File: config.mk
export PLATFORM = sky130hd
export DESIGN_NAME = instr_seq
export DESIGN_NICKNAME = d
export VERILOG_FILES = /design/src/rtl/instr_seq.sv
export SDC_FILE = /design/constraint.sdc
export NUM_CORES = 1
export LEC_CHECK = 0
export BUFFER_PORTS_ARGS = -buffer_cell sky130_fd_sc_hd__buf_2
export CORE_UTILIZATION = 30
export CTS_CLUSTER_SIZE = 40
export DETAILED_ROUTE_END_ITERATION = 7
export PLACE_DENSITY = 0.76
export SKIP_LAST_GASP = 1
export SYNTH_ARGS = -nofsm -noshare
export SYNTH_HDL_FRONTEND = slang
export SYNTH_SLANG_ARGS = --single-unit
File: constraint.sdc
create_clock -name clk -period 1.2 [get_ports clk]
set_input_delay 0.12 -clock clk [delete_from_list [all_inputs] [get_ports clk]]
set_output_delay 0.12 -clock clk [all_outputs]
set_load 0.01 [all_outputs]
File: src/rtl/instr_seq.sv
module instr_seq (
  input  logic        clk,
  input  logic        rst_n,
  input  logic [15:0] ir,
  input  logic        mem_ready,
  output logic [2:0]  step,
  output logic        drv_pc,
  output logic        drv_mdr,
  output logic        drv_alu,
  output logic        drv_addr,
  output logic        ld_mar,
  output logic        ld_mdr,
  output logic        ld_ir,
  output logic        ld_reg,
  output logic        ld_cc,
  output logic        pc_inc,
  output logic        pc_jump,
  output logic        mem_rd,
  output logic        addr_base,
  output logic [1:0]  alu_op,
  output logic [15:0] op_hot,
  output logic [2:0]  dst,
  output logic [2:0]  sr1,
  output logic [2:0]  sr2,
  output logic        imm_mode,
  output logic [5:0]  off6,
  output logic [8:0]  off9
);

  typedef enum logic [2:0] {
    F1 = 3'd0, F2 = 3'd1, F3 = 3'd2, DEC = 3'd3,
    EA = 3'd4, OPF = 3'd5, EXE = 3'd6, STR = 3'd7
  } st_t;

  st_t st, nx;
  wire [3:0] op = ir[15:12];

  wire is_alu = (op == 4'd1) || (op == 4'd5) || (op == 4'd9);
  wire is_ld  = (op == 4'd2) || (op == 4'd6);
  wire is_br  = (op == 4'd0);

  assign op_hot   = 16'd1 << op;
  assign dst      = ir[11:9];
  assign sr1      = ir[8:6];
  assign sr2      = ir[2:0];
  assign imm_mode = ir[5];
  assign off6     = ir[5:0];
  assign off9     = ir[8:0];
  assign alu_op   = (op == 4'd1) ? 2'b00 :
                    (op == 4'd5) ? 2'b01 :
                    (op == 4'd9) ? 2'b10 : 2'b11;

  always_comb begin
    nx = st;
    case (st)
      F1:  nx = F2;
      F2:  nx = mem_ready ? F3 : F2;
      F3:  nx = DEC;
      DEC: nx = is_alu ? OPF : ((is_ld || is_br) ? EA : F1);
      EA:  nx = is_br ? EXE : OPF;
      OPF: nx = is_ld ? (mem_ready ? STR : OPF) : EXE;
      EXE: nx = is_alu ? STR : F1;
      STR: nx = F1;
      default: nx = F1;
    endcase
  end

  always_ff @(posedge clk or negedge rst_n)
    if (!rst_n) st <= F1;
    else        st <= nx;

  assign step = st;

  wire rd_step = (st == F2) || (st == OPF && is_ld);

  assign drv_pc    = rst_n && st == F1;
  assign drv_mdr   = rst_n && (st == F3 || (st == STR && is_ld));
  assign drv_alu   = rst_n && st == STR && is_alu;
  assign drv_addr  = rst_n && st == EA && is_ld;
  assign ld_mar    = rst_n && (st == F1 || (st == EA && is_ld));
  assign mem_rd    = rst_n && rd_step;
  assign ld_mdr    = rst_n && rd_step && mem_ready;
  assign ld_ir     = rst_n && st == F3;
  assign ld_reg    = rst_n && st == STR;
  assign ld_cc     = rst_n && st == STR;
  assign pc_inc    = rst_n && st == F1;
  assign pc_jump   = rst_n && st == EXE && is_br;
  assign addr_base = rst_n && st == EA && op == 4'd6;

  p_one_driver_r10: assert property (@(posedge clk) disable iff (!rst_n)
    $onehot0({drv_pc, drv_mdr, drv_alu, drv_addr}));

  p_fetch_adv_r1: assert property (@(posedge clk) disable iff (!rst_n)
    drv_pc |=> (step == 3'd1));

  p_wait_hold_r2: assert property (@(posedge clk) disable iff (!rst_n)
    (step == 3'd1 && !mem_ready) |=> (step == 3'd1 && mem_rd));

  p_ir_to_dec_r3: assert property (@(posedge clk) disable iff (!rst_n)
    ld_ir |=> (step == 3'd3 && !drv_pc));

  p_store_ret_r6: assert property (@(posedge clk) disable iff (!rst_n)
    ld_reg |=> drv_pc);

  always_comb
    if (!rst_n)
      p_quiet_r11: assert ({drv_pc, drv_mdr, drv_alu, drv_addr, ld_mar, ld_mdr,
                            ld_ir, ld_reg, ld_cc, pc_inc, pc_jump, mem_rd} == 12'd0);

endmodule

==> impl_metrics.csv, run 1 <==
group,metric,value,unit
synth,synth-edff-count,0,
synth,ys_types,27,
cells_and_area,antennaDiodeCount,0,
min_path,worst_hold_path.endpoint,"off9[7]",
cells_and_area,nets,160,
route,drt_iter0_drc,17,
clock_tree,tritoncts,"built",
cells_and_area,post_route_cell_area,1060,µm²
worst_setup_path,crit_required,1.08,ns
route,wl_per_cell,12.7,µm
timing,worstMarginPinSlew,0.358,ns
timing,setup_slack,-0.244,ns
flow_run,cap_violations,0,
die,rows,16,
run_status,failing_checks,"negative setup slack",
worst_setup_path,crit_path_end_kind,"primary output",
timing,finalMaxSlewViolations,0,
clock_tree,clock_tree.root_cell,"clkbuf_4",
worst_setup_path,critPathLaunchType,"flip-flop",
clock_tree,clock_insertion_delay_worst_skew,0.24,ns
run_status,outcome,"finished with violations",
power_and_ir_drop,peakVddDrop,0.000729,V
die,initial_core_util,0.330,
synth,synth_seq_area_share,0.113,
synth,ys_dominant_reg_cell,"dfrtp_1",
worst_setup_path,path_class,"flip-flop to primary output",
cells_and_area,n_fill_cell,208,
clock_tree,clk_path_buf_depth,2,
global_routing,grt-ovfl-total,0,
timing,maxSlewHeadroom,0.761,
worst_setup_path,r2r.worst_path.cells,5,
timing,timing_hold_violations_final,0,
route,routed_via_density,4.77,
synth,synth.yosys.warnings,0,
global_routing,antenna_violations_before_repair,0,
cells_and_area,final_core_util,0.524,
global_routing,wire_length_of_the_first_global_routing_pass,3.09,mm
timing,clock_skew_after_layout,0.00551,ns
place,hpwl,1.49,mm
power_and_ir_drop,leakagePower,0.534,nW
die,dieArea,2420,µm²
die,die_height,49.2,µm
global_routing,gr-usage-all-layers,0.162,
timing,finalSetupViolCount,17,
route,vias,797,
timing,layout_min_cycle_time,1.44,ns
place,replace_congestion,0.761,
synth,synth.ff_latch_count,3,
place,dpl-instance-area,873,µm²
synth,synth_cells,102,
worst_setup_path,r2r_slack,-0.22,ns
clock_tree,ctsHtreeMaxLevel,1,
timing,period_share,1.20,
worst_setup_path,crit_path_max_fanout,4,
cells_and_area,syn2layout_area_growth,58.7,%
min_path,start_point_of_the_worst_hold_path,"ir[7]",
worst_setup_path,worst-endpoint-arrival,1.32,ns
power_and_ir_drop,pwr_density_cell,1650,nW/µm²
synth,fraction_of_registers_with_async_set_reset,1.00,
global_routing,grt_start_max_net_pins,13,
min_path,min_delay_path_depth,0,
cells_and_area,largest_register_ffs,3,
timing,grt_setup_unrepaired,"true",
place,placement.io_buffers,40,
route,detail-route-antenna-nets,0,
synth,avgSynthCellArea,6.54,µm²
place,dpl_worst_slack,-0.195,ns
die,die-width,49.2,µm
route,drc_violation_count_after_routing,0,
worst_setup_path,reg2reg_from,"step[1]$_DFF_PN0_",
timing,maxClockFrequency,693,MHz
clock_tree,clk_pin_slew_worst_paths,0.03,ns
synth,synthesis.nets,121,
clock_tree,cts-buffers-inserted,3,
die,core_region_area,2020,µm²
timing,hold_slack,0.240,ns
synth,syn-cell-area,667,µm²
min_path,hp-class,"input pin to primary output",
worst_setup_path,r2r_end,"step[1]$_DFF_PN0_",
clock_tree,clkSinkCount,3,
die,num_io_pins,78,
global_routing,grt_pass1_vias,690,
route,drt-total-wl,2.13,mm
route,first_pass_iters,4,
cells_and_area,drive_above_1_share,0.664,
-- how the worst max path moves through the flow --
stage / end / start / cells after the start / slack (ns)
after CTS: drv_mdr / step[2]$_DFF_PN0_ / 3 / -0.22
after global routing: addr_base / step[1]$_DFF_PN0_ / 5 / -0.32
final: addr_base / step[1]$_DFF_PN0_ / 5 / -0.24
after detailed placement: step[1]$_DFF_PN0_ / step[1]$_DFF_PN0_ / 4 / -0.20
after global placement: step[1]$_DFF_PN0_ / step[1]$_DFF_PN0_ / 4 / -0.11
after floorplan: step[1]$_DFF_PN0_ / step[1]$_DFF_PN0_ / 4 / -0.04
-- cells in the mapped netlist, types with 2 or more instances --
cell	instances	share of area
a21oi_1	2	0.015
or2_2	2	0.019
a31oi_1	3	0.028
nor2_1	13	0.073
nand2b_1	6	0.056
inv_1	3	0.017
nor4b_1	2	0.026
clkbuf_1	4	0.023
nor3_1	8	0.060
nor4_1	3	0.028
and2_1	2	0.019
dfrtp_1	3	0.11
o21ai_0	4	0.030
and3_1	2	0.019
nand2_1	6	0.034
buf_4	27	0.30
buf_2	2	0.015
-- layout make-up --
class	count	area, µm²	share of cell area
clock buffers	4	26.3	0.0248
flip-flops and latches	3	78.8	0.0745
inverters	3	13.8	0.0130
repair buffers	68	470	0.444
multi-input cells	62	435	0.411
well taps	27	33.8	0.0319
-- routing by layer --
layer	track usage	wire length, µm	part of all wire	vias to the layer above
met5	0	0	0	-
met4	0.0539	13	0.0061	0
met3	0.0405	113	0.053	5
met2	0.306	1180	0.55	21
met1	0.170	823	0.39	379
li1	-	-	-	392
-- worst max-delay path, stage by stage (launching register included) --
cell	delay (ns)
dfrtp_2	0.44
buf_12	0.15
nor2_2	0.12
nand2_2	0.09
nor3_2	0.14
buf_2	0.14
-- per-stage QoR --
stage                     instances  TNS (ns)  power (mW)
after floorplan                 102    -0.112       0.937
after global placement          154    -0.401        1.15
after detailed placement        154    -0.695        1.17
after CTS                       163     -1.80        1.49
after global routing            167     -3.51        1.86
final                           167     -2.32        1.74
-- report_power, final --
group | leakage (nW) | total [mW] | switching [mW] | internal, mW
clock network | 0.0150 | 0.178 | 0.0537 | 0.125
logic | 0.487 | 1.28 | 0.593 | 0.687
registers | 0.0326 | 0.286 | 0.121 | 0.165
total | 0.534 | 1.74 | 0.767 | 0.976
-- repair_timing --
item	4_1_cts	5_1_grt
resized for setup	7	10
hold endpoints to repair	3	0
setup buffers	4	4
pin swaps	0	5
hold buffers	1	0
setup endpoints to repair	14	14
-- layout by cell type, fill, tap and decap left out --
cell and n:
buf_2 34, buf_4 24, nor2_1 11, buf_6 8, nor3_1 7, nand2b_1 6, nand2_1 5, o21ai_0 3
a31oi_1 3, clkbuf_4 3, dfrtp_2 3, or2_2 2, nand2_2 2, and3_1 2, nor4_2 2, nor2_2 2
nor4b_4 2, inv_1 1, or3b_4 1, o22ai_1 1, a21oi_1 1, nand3_1 1, o221ai_1 1, inv_4 1
nor4_4 1, or4b_1 1, o21ai_2 1, nand4_1 1, o21bai_4 1, inv_2 1, and2_1 1, a21oi_2 1
and4_4 1, and2_4 1, nor3_2 1, clkbuf_1 1, dlygate4sd3_1 1, buf_12 1
-- logic make-up after synthesis --
group,Yosys count,synth area share
DFF,3,0.113
buffers and inverters,37,0.375
and+or+nand+nor,50,0.405
AOI/OAI and AO/OA,12,0.107
Note: power is estimated with default switching activity, not from simulation.
==> run 2, diff against run 1 <==
Settings changed: ABC_AREA set to 1, CORE_UTILIZATION 30 to 29, PLACE_DENSITY 0.76 to 0.74.
==> run 2 against run 1 <==
Register-to-register slack better by 0.28 ns. Sequential cell count unchanged. Global-route usage decreased by 2.3 points. First-iteration DRC count shrank 47%. Worst setup slack improved by 0.086 ns. Via count decreased by 4.5%. Power shrank 29%. Cell count up 1.2%. The flow still finishes with violations (negative setup slack). Clock skew decreased by 0.0038 ns. Critical path depth grew 1. Utilization shrank 13 points.
==> impl_metrics.csv, run 2 <==
group,metric,value,unit
global_routing,wire_length_of_the_first_global_routing_pass,2.70,mm
worst_setup_path,worst-endpoint-arrival,1.24,ns
cells_and_area,mostFrequentLayoutCell,"buf_2",
worst_setup_path,critPathLaunchType,"flip-flop",
cells_and_area,register_area,77.6,µm²
min_path,hp-class,"input pin to primary output",
synth,syn-cell-area,646,µm²
run_status,failing_checks,"negative setup slack",
global_routing,grt-ovfl-total,0,
global_routing,grt_start_max_net_pins,7,
die,num_io_pins,78,
power_and_ir_drop,peakVddDrop,0.000568,V
timing,finalSetupTns,-0.970,ns
synth,ys_types,18,
synth,post-synth-top-area-cell,"buf_4",
timing,period_share,1.13,
worst_setup_path,crit_path_start,"step[0]$_DFF_PN0_",
place,hpwl,1.33,mm
route,drc_violation_count_after_routing,0,
synth,avgSynthCellArea,5.52,µm²
cells_and_area,nets,162,
cells_and_area,syn2layout_area_growth,24.6,%
cells_and_area,drive_above_1_share,0.493,
synth,synth.ff_latch_count,3,
die,die-width,49.2,µm
synth,synth_seq_area_share,0.116,
timing,worstMarginPinSlew,0.204,ns
synth,yosys.cell_count.top_type,"nor2_1",
synth,share_of_the_synthesized_area_in_the_top_cell_type,0.314,
power_and_ir_drop,totalPowerFinal,1.25,mW
die,core_region_area,2020,µm²
worst_setup_path,crit_path_max_fanout,5,
place,replace_congestion,0.878,
die,initial_core_util,0.319,
route,detail-route-antenna-nets,0,
route,first_pass_iters,4,
route,wl_per_cell,9.98,µm
run_status,outcome,"finished with violations",
route,routed_via_density,4.50,
global_routing,grt_pass1_vias,637,
timing,hold_slack,0.240,ns
global_routing,gr-usage-all-layers,0.139,
worst_setup_path,path_class,"flip-flop to primary output",
route,drt_iter0_drc,9,
cells_and_area,antennaDiodeCount,0,
timing,finalMaxSlewViolations,0,
timing,grt_setup_unrepaired,"true",
cells_and_area,multiInputGateArea,338,µm²
timing,maxClockFrequency,736,MHz
clock_tree,clock_insertion_delay_worst_skew,0.23,ns
timing,clock_skew_after_layout,0.00172,ns
timing,layout_min_cycle_time,1.36,ns
cells_and_area,n_fill_cell,248,
die,die_height,49.2,µm
clock_tree,ctsHtreeMaxLevel,1,
timing,maxSlewHeadroom,0.864,
worst_setup_path,reg2reg_from,"step[2]$_DFF_PN0_",
timing,setup_slack,-0.158,ns
clock_tree,clk_path_buf_depth,2,
synth,synth-edff-count,0,
clock_tree,cts-buffers-inserted,3,
flow_run,cap_violations,0,
route,vias,761,
place,placement.io_buffers,40,
synth,synthesis.nets,136,
clock_tree,clk_pin_slew_worst_paths,0.03,ns
clock_tree,tritoncts,"built",
power_and_ir_drop,pwr_density_cell,1550,nW/µm²
route,drt-total-wl,1.69,mm
synth,netlist_top_cells_count,"nor2_1, buf_4, nand2_1",
cells_and_area,largest_register_ffs,3,
timing,finalSetupViolCount,13,
die,rows,16,
timing,timing_hold_violations_final,0,
synth,ys_dominant_reg_cell,"dfrtp_1",
worst_setup_path,crit_required,1.08,ns
clock_tree,clkSinkCount,3,
clock_tree,clock_tree.root_cell,"clkbuf_4",
global_routing,antenna_violations_before_repair,0,
power_and_ir_drop,leakagePower,0.514,nW
synth,fraction_of_registers_with_async_set_reset,1.00,
synth,synth_cells,117,
worst_setup_path,crit_path_end_kind,"primary output",
synth,synthTopCellsByArea,"buf_4, nor2_1, nand2_1",
synth,synth.yosys.warnings,0,
cells_and_area,most_used_cells_in_the_layout_excluding_fill_and_tap_cells,"buf_2, nor2_1, nand2_1, inv_1",
min_path,start_point_of_the_worst_hold_path,"ir[1]",
die,dieArea,2420,µm²
run 2: cell count changes after synthesis, sizes merged, moves of 3 or more:
cell / previous run / this run
nand2: 7 / 24
nor2: 13 / 30
inv: 3 / 16
nand3: 1 / 9
nor3: 8 / 1
nand2b: 6 / 0
clkbuf: 4 / 0
a31oi: 3 / 0
buf: 30 / 27
nor4: 3 / 0
run 2: power by group:
group	switching, mW	internal [mW]
Sequential	0.0672	0.156
Clock	0.0493	0.124
Combinational	0.481	0.367
Total	0.597	0.648
run 2: worst max-delay path, stage by stage, from the launching register on:
cell and delay [ns]:
dfrtp_2 0.43, inv_2 0.09, nand2_2 0.06, nor2_4 0.10, nand3_2 0.10, o21ai_1 0.09
buf_2 0.14
run 2: worst paths after layout:
| check | end | slack, ns | depth (start not counted) |
|---|---|---|---|
| worst max register to register | step[0]$_DFF_PN0_ | 0.06 | 7 |
| min in group asynchronous | step[2]$_DFF_PN0_ | 0.32 | 2 |
| max in group asynchronous | step[0]$_DFF_PN0_ | 0.72 | 2 |
| worst min register to register | step[2]$_DFF_PN0_ | 0.62 | 2 |
| worst max-delay path | ld_mar | -0.16 | 6 |
| worst min-delay path | sr2[1] | 0.24 | 0 |
run 2: area by class of cell:
| type | count | area share |
|---|---|---|
| flip-flops and latches | 3 | 0.0964 |
| well taps | 27 | 0.0420 |
| clock buffers | 4 | 0.0327 |
| inverters | 16 | 0.0778 |
| repair buffers | 48 | 0.331 |
| multi-input cells | 71 | 0.420 |
run 2: metal layers:
layer,GRT usage,routed length (µm),part of all wire
met3,0.0312,161,0.095
met5,0,0,0
met4,0.0539,19,0.011
met2,0.219,806,0.48
met1,0.182,699,0.41
run 2: what timing repair did:
item | in CTS | in global routing
gates resized for setup | 6 | 10
endpoints found under the hold margin | 3 | 0
pin swaps | 3 | 1
hold buffers | 1 | 0
setup buffers | 2 | 2
setup endpoints to repair | 13 | 13
run 2: per-stage QoR:
stage | utilization | cells | cell area (µm²) | setup WS (ns)
after global routing | 0.398 | 169 | 805 | -0.250
final | 0.398 | 169 | 805 | -0.158
after CTS | 0.376 | 167 | 761 | -0.162
after global placement | 0.346 | 160 | 699 | 0.0624
after detailed placement | 0.346 | 160 | 699 | 0.0121
after floorplan | - | 117 | 646 | 0.0448
run 2: kinds of logic after synthesis:
family	Yosys count	share of synthesized area
AO/OA/AOI/OAI	4	0.0329
buffers and inverters	43	0.407
flip-flops	3	0.116
AND/OR/NAND/NOR	67	0.444
